### src/rtl/csc_pkg.sv
package csc_pkg;
  typedef enum logic [1:0] {
    MODE_BYP0 = 2'b00,
    MODE_BYP1 = 2'b01,
    MODE_R2Y  = 2'b10,
    MODE_Y2R  = 2'b11
  } csc_mode_e;
endpackage

### src/rtl/csc_delay.sv
module csc_delay #(
  parameter int W     = 3,
  parameter int DEPTH = 3
) (
  input  logic         clk_i,
  input  logic         rst_ni,
  input  logic [W-1:0] d_i,
  output logic [W-1:0] q_o
);
  logic [W-1:0] stg [DEPTH];

  for (genvar s = 0; s < DEPTH; s++) begin : g_stg
    always_ff @(posedge clk_i or negedge rst_ni) begin
      if (!rst_ni) stg[s] <= '0;
      else         stg[s] <= (s == 0) ? d_i : stg[(s == 0) ? 0 : s-1];
    end
  end

  assign q_o = stg[DEPTH-1];
endmodule

### src/rtl/csc_pre.sv
module csc_pre #(
  parameter int DW  = 8,
  parameter int NCH = 3
) (
  input  logic                  clk_i,
  input  logic                  rst_ni,
  input  logic [1:0]            mode_i,
  input  logic [NCH*DW-1:0]     pix_i,
  input  logic [DW-1:0]         y_off_i,
  input  logic [DW-1:0]         c_off_i,
  input  logic [DW-1:0]         rgb_off_i,
  output logic [NCH*(DW+1)-1:0] diff_o
);
  import csc_pkg::*;

  for (genvar c = 0; c < NCH; c++) begin : g_ch
    logic [DW-1:0]      off;
    logic signed [DW:0] diff;
    always_comb begin
      if (mode_i == MODE_Y2R) off = (c == 0) ? y_off_i : c_off_i;
      else                    off = rgb_off_i;
      diff = $signed({1'b0, pix_i[c*DW +: DW]}) - $signed({1'b0, off});
    end
    always_ff @(posedge clk_i or negedge rst_ni) begin
      if (!rst_ni) diff_o[c*(DW+1) +: DW+1] <= '0;
      else         diff_o[c*(DW+1) +: DW+1] <= diff;
    end
  end
endmodule

### src/rtl/csc_mac.sv
module csc_mac #(
  parameter int DW  = 8,
  parameter int CW  = 14,
  parameter int NCH = 3,
  parameter int AW  = 25
) (
  input  logic                  clk_i,
  input  logic                  rst_ni,
  input  logic [NCH*(DW+1)-1:0] diff_i,
  input  logic [NCH*NCH*CW-1:0] coef_i,
  output logic [NCH*AW-1:0]     acc_o
);
  for (genvar r = 0; r < NCH; r++) begin : g_row
    logic signed [AW-1:0] sum;
    always_comb begin
      sum = '0;
      for (int c = 0; c < NCH; c++) begin
        logic signed [AW-1:0] k;
        logic signed [AW-1:0] x;
        k   = AW'($signed(coef_i[(r*NCH+c)*CW +: CW]));
        x   = AW'($signed(diff_i[c*(DW+1) +: DW+1]));
        sum = sum + k * x;
      end
    end
    always_ff @(posedge clk_i or negedge rst_ni) begin
      if (!rst_ni) acc_o[r*AW +: AW] <= '0;
      else         acc_o[r*AW +: AW] <= sum;
    end
  end
endmodule

### src/rtl/csc_post.sv
module csc_post #(
  parameter int DW   = 8,
  parameter int NCH  = 3,
  parameter int AW   = 25,
  parameter int FRAC = 11
) (
  input  logic              clk_i,
  input  logic              rst_ni,
  input  logic [1:0]        mode_i,
  input  logic [NCH*AW-1:0] acc_i,
  input  logic [NCH*DW-1:0] byp_pix_i,
  input  logic [DW-1:0]     y_off_i,
  input  logic [DW-1:0]     c_off_i,
  input  logic [DW-1:0]     rgb_off_i,
  output logic [NCH*DW-1:0] pix_o
);
  import csc_pkg::*;
  localparam logic signed [AW-1:0] HALF = AW'(1) <<< (FRAC-1);
  localparam logic signed [AW-1:0] MAXV = AW'((1 << DW) - 1);

  for (genvar r = 0; r < NCH; r++) begin : g_row
    logic [DW-1:0]        off;
    logic signed [AW-1:0] rnd, val;
    logic [DW-1:0]        res;
    always_comb begin
      if (mode_i == MODE_R2Y) off = (r == 0) ? y_off_i : c_off_i;
      else                    off = rgb_off_i;
      rnd = ($signed(acc_i[r*AW +: AW]) + HALF) >>> FRAC;
      val = rnd + $signed({{(AW-DW){1'b0}}, off});
      if (val < 0)         res = '0;
      else if (val > MAXV) res = '1;
      else                 res = val[DW-1:0];
      if (mode_i == MODE_BYP0 || mode_i == MODE_BYP1) res = byp_pix_i[r*DW +: DW];
    end
    always_ff @(posedge clk_i or negedge rst_ni) begin
      if (!rst_ni) pix_o[r*DW +: DW] <= '0;
      else         pix_o[r*DW +: DW] <= res;
    end
  end
endmodule

### src/rtl/csc_matrix.sv
module csc_matrix #(
  parameter int DW   = 8,
  parameter int CW   = 14,
  parameter int FRAC = 11,
  parameter int NCH  = 3
) (
  input  logic                  clk_i,
  input  logic                  rst_ni,
  input  logic [1:0]            mode_i,
  input  logic [NCH*NCH*CW-1:0] coef_i,
  input  logic [DW-1:0]         y_off_i,
  input  logic [DW-1:0]         c_off_i,
  input  logic [DW-1:0]         rgb_off_i,
  input  logic [NCH*DW-1:0]     pix_i,
  input  logic                  hsync_i,
  input  logic                  vsync_i,
  input  logic                  de_i,
  output logic [NCH*DW-1:0]     pix_o,
  output logic                  hsync_o,
  output logic                  vsync_o,
  output logic                  de_o
);
  localparam int AW = DW + 1 + CW + $clog2(NCH);
  localparam int PW = 2 + NCH*DW;

  logic [NCH*(DW+1)-1:0] diff;
  logic [NCH*AW-1:0]     acc;
  logic [PW-1:0]         side_q;

  csc_pre #(.DW(DW), .NCH(NCH)) u_pre (
    .clk_i, .rst_ni, .mode_i, .pix_i,
    .y_off_i, .c_off_i, .rgb_off_i, .diff_o(diff)
  );

  csc_mac #(.DW(DW), .CW(CW), .NCH(NCH), .AW(AW)) u_mac (
    .clk_i, .rst_ni, .diff_i(diff), .coef_i, .acc_o(acc)
  );

  // mode and raw pixel follow the two arithmetic stages
  csc_delay #(.W(PW), .DEPTH(2)) u_side (
    .clk_i, .rst_ni, .d_i({mode_i, pix_i}), .q_o(side_q)
  );

  csc_post #(.DW(DW), .NCH(NCH), .AW(AW), .FRAC(FRAC)) u_post (
    .clk_i, .rst_ni, .mode_i(side_q[PW-1 -: 2]), .acc_i(acc),
    .byp_pix_i(side_q[NCH*DW-1:0]),
    .y_off_i, .c_off_i, .rgb_off_i, .pix_o
  );

  csc_delay #(.W(3), .DEPTH(3)) u_sync (
    .clk_i, .rst_ni, .d_i({hsync_i, vsync_i, de_i}),
    .q_o({hsync_o, vsync_o, de_o})
  );
endmodule

### config.mk
export PLATFORM = sky130hd
export DESIGN_NAME = csc_matrix
export DESIGN_NICKNAME = d
export VERILOG_FILES = /design/src/rtl/csc_pkg.sv /design/src/rtl/csc_delay.sv /design/src/rtl/csc_pre.sv /design/src/rtl/csc_mac.sv /design/src/rtl/csc_post.sv /design/src/rtl/csc_matrix.sv
export SDC_FILE = /design/constraint.sdc
export NUM_CORES = 2
export LEC_CHECK = 0
export BUFFER_PORTS_ARGS = -buffer_cell sky130_fd_sc_hd__buf_4
export CAP_MARGIN = 20
export CORE_ASPECT_RATIO = 1.5
export CORE_MARGIN = 2
export CORE_UTILIZATION = 40
export DETAILED_ROUTE_END_ITERATION = 7
export PLACE_DENSITY = 0.67
export SYNTH_ARGS = -nofsm -noshare
export SYNTH_HDL_FRONTEND = slang
export SYNTH_SLANG_ARGS = --single-unit
export TNS_END_PERCENT = 1
### constraint.sdc
create_clock -name clk_i -period 7.6 [get_ports clk_i]
set_clock_uncertainty 0.2 [all_clocks]
set_input_delay 1.52 -clock clk_i [delete_from_list [all_inputs] [get_ports clk_i]]
set_output_delay 1.52 -clock clk_i [all_outputs]
set_load 0.01 [all_outputs]
* Yosys cells after proc, flatten, opt, wreduce, memory -nomap -nowiden
Index checks and enable logic that the tools add are counted.
Storage, ports and cells: bits in registers 187, input bits 181, word-level logic and storage cells 62
Cells by class: equal/unequal tests 3, multiplexer cells 13, reductions and logical operators 2, $lt $le $gt $ge 6, $add $sub $neg 15, $mul 9
Operators with widths (number):
- $mul 14x9->23 | 9
- $add 25x25->25 | 6
- $mux 8 | 13
- $add 25x12->25 const B | 3
- $add 14x9->15 | 3
- $gt 15x9->1 const B | 3
- $lt 15x1->1 const B | 3
- $sub 8x8->9 | 3
- $eq 2x2->1 const B | 2
- $eq 2x1->1 const B | 1
- $logic_not 2->1 | 1
- $logic_or 1x1->1 | 1

* Longest topological paths before layout
word-level depth 7, depth in mapped cells 32, gate-level depth less buffers 30

* Cells and area by module
Synthesis repeated with hierarchy kept, for this count alone.
Second synthesis, totals: cells, all modules 5497, area, all modules 51485.6 um^2
Modules (own cells, without submodules):
- csc_mac | instances 1, cells each 4736, seq. area each 1876.8 um^2, area an instance 44311.2 um^2
- csc_post | instances 1, cells each 476, seq. area each 600.6 um^2, area an instance 3583.4 um^2
- csc_pre | instances 1, cells each 195, seq. area each 675.6 um^2, area an instance 1846.8 um^2
- csc_delay (u_side) | instances 1, cells each 78, seq. area each 1301.2 um^2, area an instance 1496.4 um^2
- csc_delay (u_sync) | instances 1, cells each 12, seq. area each 225.2 um^2, area an instance 247.7 um^2

* Worst setup path after synthesis
OpenSTA, ideal clock, no wires.
kind input to register, start input port coef_i[118], end register u_mac.acc_o[74], library setup time 0.080 ns, data required time 7.320 ns, slack -0.706 ns, data arrival time 8.026 ns, cell stages on the path 26, cell sequence clkbuf_1 > nand2_1 > fa_1 > inv_1 > fa_1 > fa_1 > inv_1 > fa_1 > inv_1 > fa_1 > inv_1 > fa_1 > inv_1 > fa_1 > inv_1 > fa_1 > inv_1 > ha_1 > o2111ai_1 > or2_2 > o221ai_1 > o41a_1 > a31oi_1 > o211ai_1 > o41ai_1 > xnor2_1
On the way: word-level cells in the longest chain between the ends 2
RTL lines:
- start, declared | line csc_matrix.sv:10 | input logic [NCH*NCH*CW-1:0] coef_i,
- $mul 14x9->23 | line csc_mac.sv:22 | sum = sum + k * x;
- $add 25x25->25 | line csc_mac.sv:22
- net u_mac.g_row[2].sum[24] | line csc_mac.sv:14 | logic signed [AW-1:0] sum;
- end signal, assigned by index | line csc_mac.sv:27 | else acc_o[r*AW +: AW] <= sum;
- end, declared | line csc_mac.sv:11 | output logic [NCH*AW-1:0] acc_o
The timed path passes the listed nets, and every way through them passes these cells.

* Final worst setup path
start input port coef_i[106], end register u_mac.acc_o[71]
On the way: word-level cells in the longest chain between the ends 3
RTL lines (line):
- $mul 14x9->23 | csc_mac.sv:22
- $add 25x25->25 (2 in a row) | csc_mac.sv:22
- net u_mac.g_row[2].sum[21] | csc_mac.sv:14
The timed path passes the listed nets, and every way through them passes these cells.

==> flow_summary.yaml <==
grt:
  grt_pass1_wl_um: 241000
  antenna_found_initial: 23
  overflow: 0
  grt_usage: 0.248
  grt_pass1_vias: 43100
  grt_max_degree: 104
cells_and_area:
  multi_input_area_sq_um: 41700
  layout-drive-gt1-share: 0.176
  fillers: 11500
  regArea_sq_um: 3930
  syn2layout_area_growth_pct: 19.7
  fin_util: 0.484
  nets: 7873
floorplan:
  core_sq_um: 124000
  num_rows: 158
  dieHeight_um: 437
  ios: 208
  start_util: 0.404
  fp.dieW_um: 293
  die_area_sq_um: 128000
logic_synthesis:
  yosysSeqAreaShare: 0.0786
  synth.distinct_cells: 74
  synth-main-ff-cell: "dfrtp_1"
  async_flop_share: 1.00
  synth_edf_count: 0
  synth_top_area_cell: "fa_1"
  synth_commonest_cells: "1155 x inv_1, 1087 x fa_1, 673 x nand2_1"
  syn-num-nets: 7153
  ys_ff_latch: 157
  synth_area_sq_um: 50000
  synth.top_cell.area_share: 0.435
  ys_warn_count: 0
  synth_area_leaders: "fa_1 44%, ha_1 12%, inv_1 8.7%, dfrtp_1 7.9%, and2_1 5.9%"
  yosysMostFrequentCell: "inv_1"
  postSynthAreaPerCell_sq_um: 9.27
  postSynthCellCount: 5393
sta:
  tightest_slew_ps: 969
  fin_crit_ps: 7900
  final.setup.tns_ps: -4470
  setup_viol: 28
  rsz0062_at_grt: "yes"
  slew_viol_final: 0
  layout_setup_ws_ps: -303
  max_freq_ghz: 0.127
  min_period_over_period: 1.04
  maxSlewHeadroom: 0.351
  hold_viol: 0
status:
  status: "complete, but fails checks"
  failed_checks: "negative setup slack"
worst_setup_path:
  cpLargestDelayFamily: "adder cells"
  rr_worst_depth: 27
  cp_num_buf_inv: 10
  worstPathRequired_ps: 7740
  cpMostUsedCell: "inv_1"
  worst_r2r_endpoint: "u_mac.acc_o[71]$_DFF_PN0_"
  cp_num_cells: 28
  cp-end-kind: "register"
  critical_path_class: "input port to register"
  r2r_start: "u_pre.diff_o[8]$_DFF_PN0_"
  critPathSlowestCell: "fa_1"
  r2r_slack_ps: -10
  cpPeakStageDelay_ps: 600
  cp-start-kind: "input port"
  cp_max_fo: 4
  arrival_ps: 8050
routing:
  antenna_left: 0
  via_per_inst: 5.03
  drt_iter0_drc: 1694
  via_count: 39000
  routed_wl_um: 155000
  wl_per_cell_um: 20.0
  firstDrtPassIters: 8
  drc_errors: 0
clock_network:
  clk_path_buf_depth: 2
  htree_levels: 4
  cts_buffers: 17
  clock_sink_count: 157
  clkSlewWorstSetupHoldPaths_ps: 90
  cts_tree: "built"
  postCtsHoldBufs: 0
  worstSkewPairLatency_ps: 460
  cts-root-buf: "clkbuf_16"
place:
  dp_hpwl_um: 138000
  io_buffers: 207
  gp_congestion: 1.04
worst_hold_path:
  min_from: "u_side.stg[35]$_DFF_PN0_"
  hold_depth: 0
  min_to: "u_side.q_o[9]$_DFF_PN0_"
  min_path_type: "register to register"
job:
  maxCapViolCount: 0
==> placed cells by master, fill, tap and decap left out, types with 29 or more instances in the layout <==
master	Yosys	final
nor2_1	176	173
nand2b_1	71	70
xnor2_1	147	144
buf_4	0	848
o21a_1	29	29
dfrtp_1	157	157
nand3_1	40	40
ha_1	492	471
nor3_1	49	46
buf_12	0	42
inv_1	1155	1144
a21oi_1	132	119
and2_1	475	472
o21ai_0	96	86
a21o_1	38	38
xor2_1	104	100
nand2_1	673	666
fa_1	1087	1071
==> area by class of cell <==
type,instances,area share
clock buffer,18,0.00717
antenna,17,0.000711
timing repair buffer,896,0.122
multi-input combinational,3884,0.696
clock inverter,14,0.00278
sequential,157,0.0656
tap,1600,0.0334
inverter,1157,0.0725
==> worst max-delay path by stage <==
stage | from | to
floorplan | coef_i[118] | u_mac.acc_o[68]$_DFF_PN0_
global placement | coef_i[21] | u_mac.acc_o[21]$_DFF_PN0_
detailed placement | coef_i[77] | u_mac.acc_o[48]$_DFF_PN0_
CTS | coef_i[70] | u_mac.acc_o[48]$_DFF_PN0_
global route | coef_i[76] | u_mac.acc_o[49]$_DFF_PN0_
finish | coef_i[106] | u_mac.acc_o[71]$_DFF_PN0_
==> timing repair <==
item | CTS | global route
endpoints found under the setup margin | 31 | 32
pin swaps | 43 | 56
gates resized for setup | 72 | 56
setup buffers | 6 | 0
==> logic make-up (layout without fill, tap and decap cells) <==
| kind of cell | after synthesis | after routing | share of synthesized area |
|---|---|---|---|
| AOI/OAI and AO/OA | 463 | 463 | 0.0613 |
| xor gates and xnor gates | 252 | 252 | 0.0443 |
| adders and majority gates | 1579 | 1579 | 0.558 |
| buffers and inverters | 1352 | 2085 | 0.101 |
| DFF | 157 | 157 | 0.0786 |
| muxes | 3 | 3 | 0.000626 |
| other | 0 | 17 | 0 |
| and+or+nand+nor | 1587 | 1587 | 0.155 |
==> routing by layer <==
metal  GRT usage  part of all wire  up-vias
met5           0           0.00050        -
met4       0.170             0.084       12
met3      0.0308             0.042      361
met2       0.463              0.53      884
met1       0.256              0.34    20000
li1            -                 -    17800
==> per-stage QoR <==
step	setup slack, ps	std cells	instance area [sq um]	hold WS, ps
floorplan	-417	5393	50100	131
global placement	-788	7688	58600	132
detailed placement	-926	7688	58600	135
CTS	-271	7726	59600	149
global route	-520	7738	59900	155
finish	-303	7743	59900	146
==> registers in the layout, summed over array words and instances (netlist names) <==
register / flops
u_mac.acc_o: 45
u_pre.diff_o: 27
u_side.q_o: 26
u_side.stg: 26
u_post.pix_o: 24
u_sync.stg: 6
u_sync.q_o: 3
Power is not shown: default switching activity piles up to over one toggle a cycle in this logic, so the estimate is an artifact.
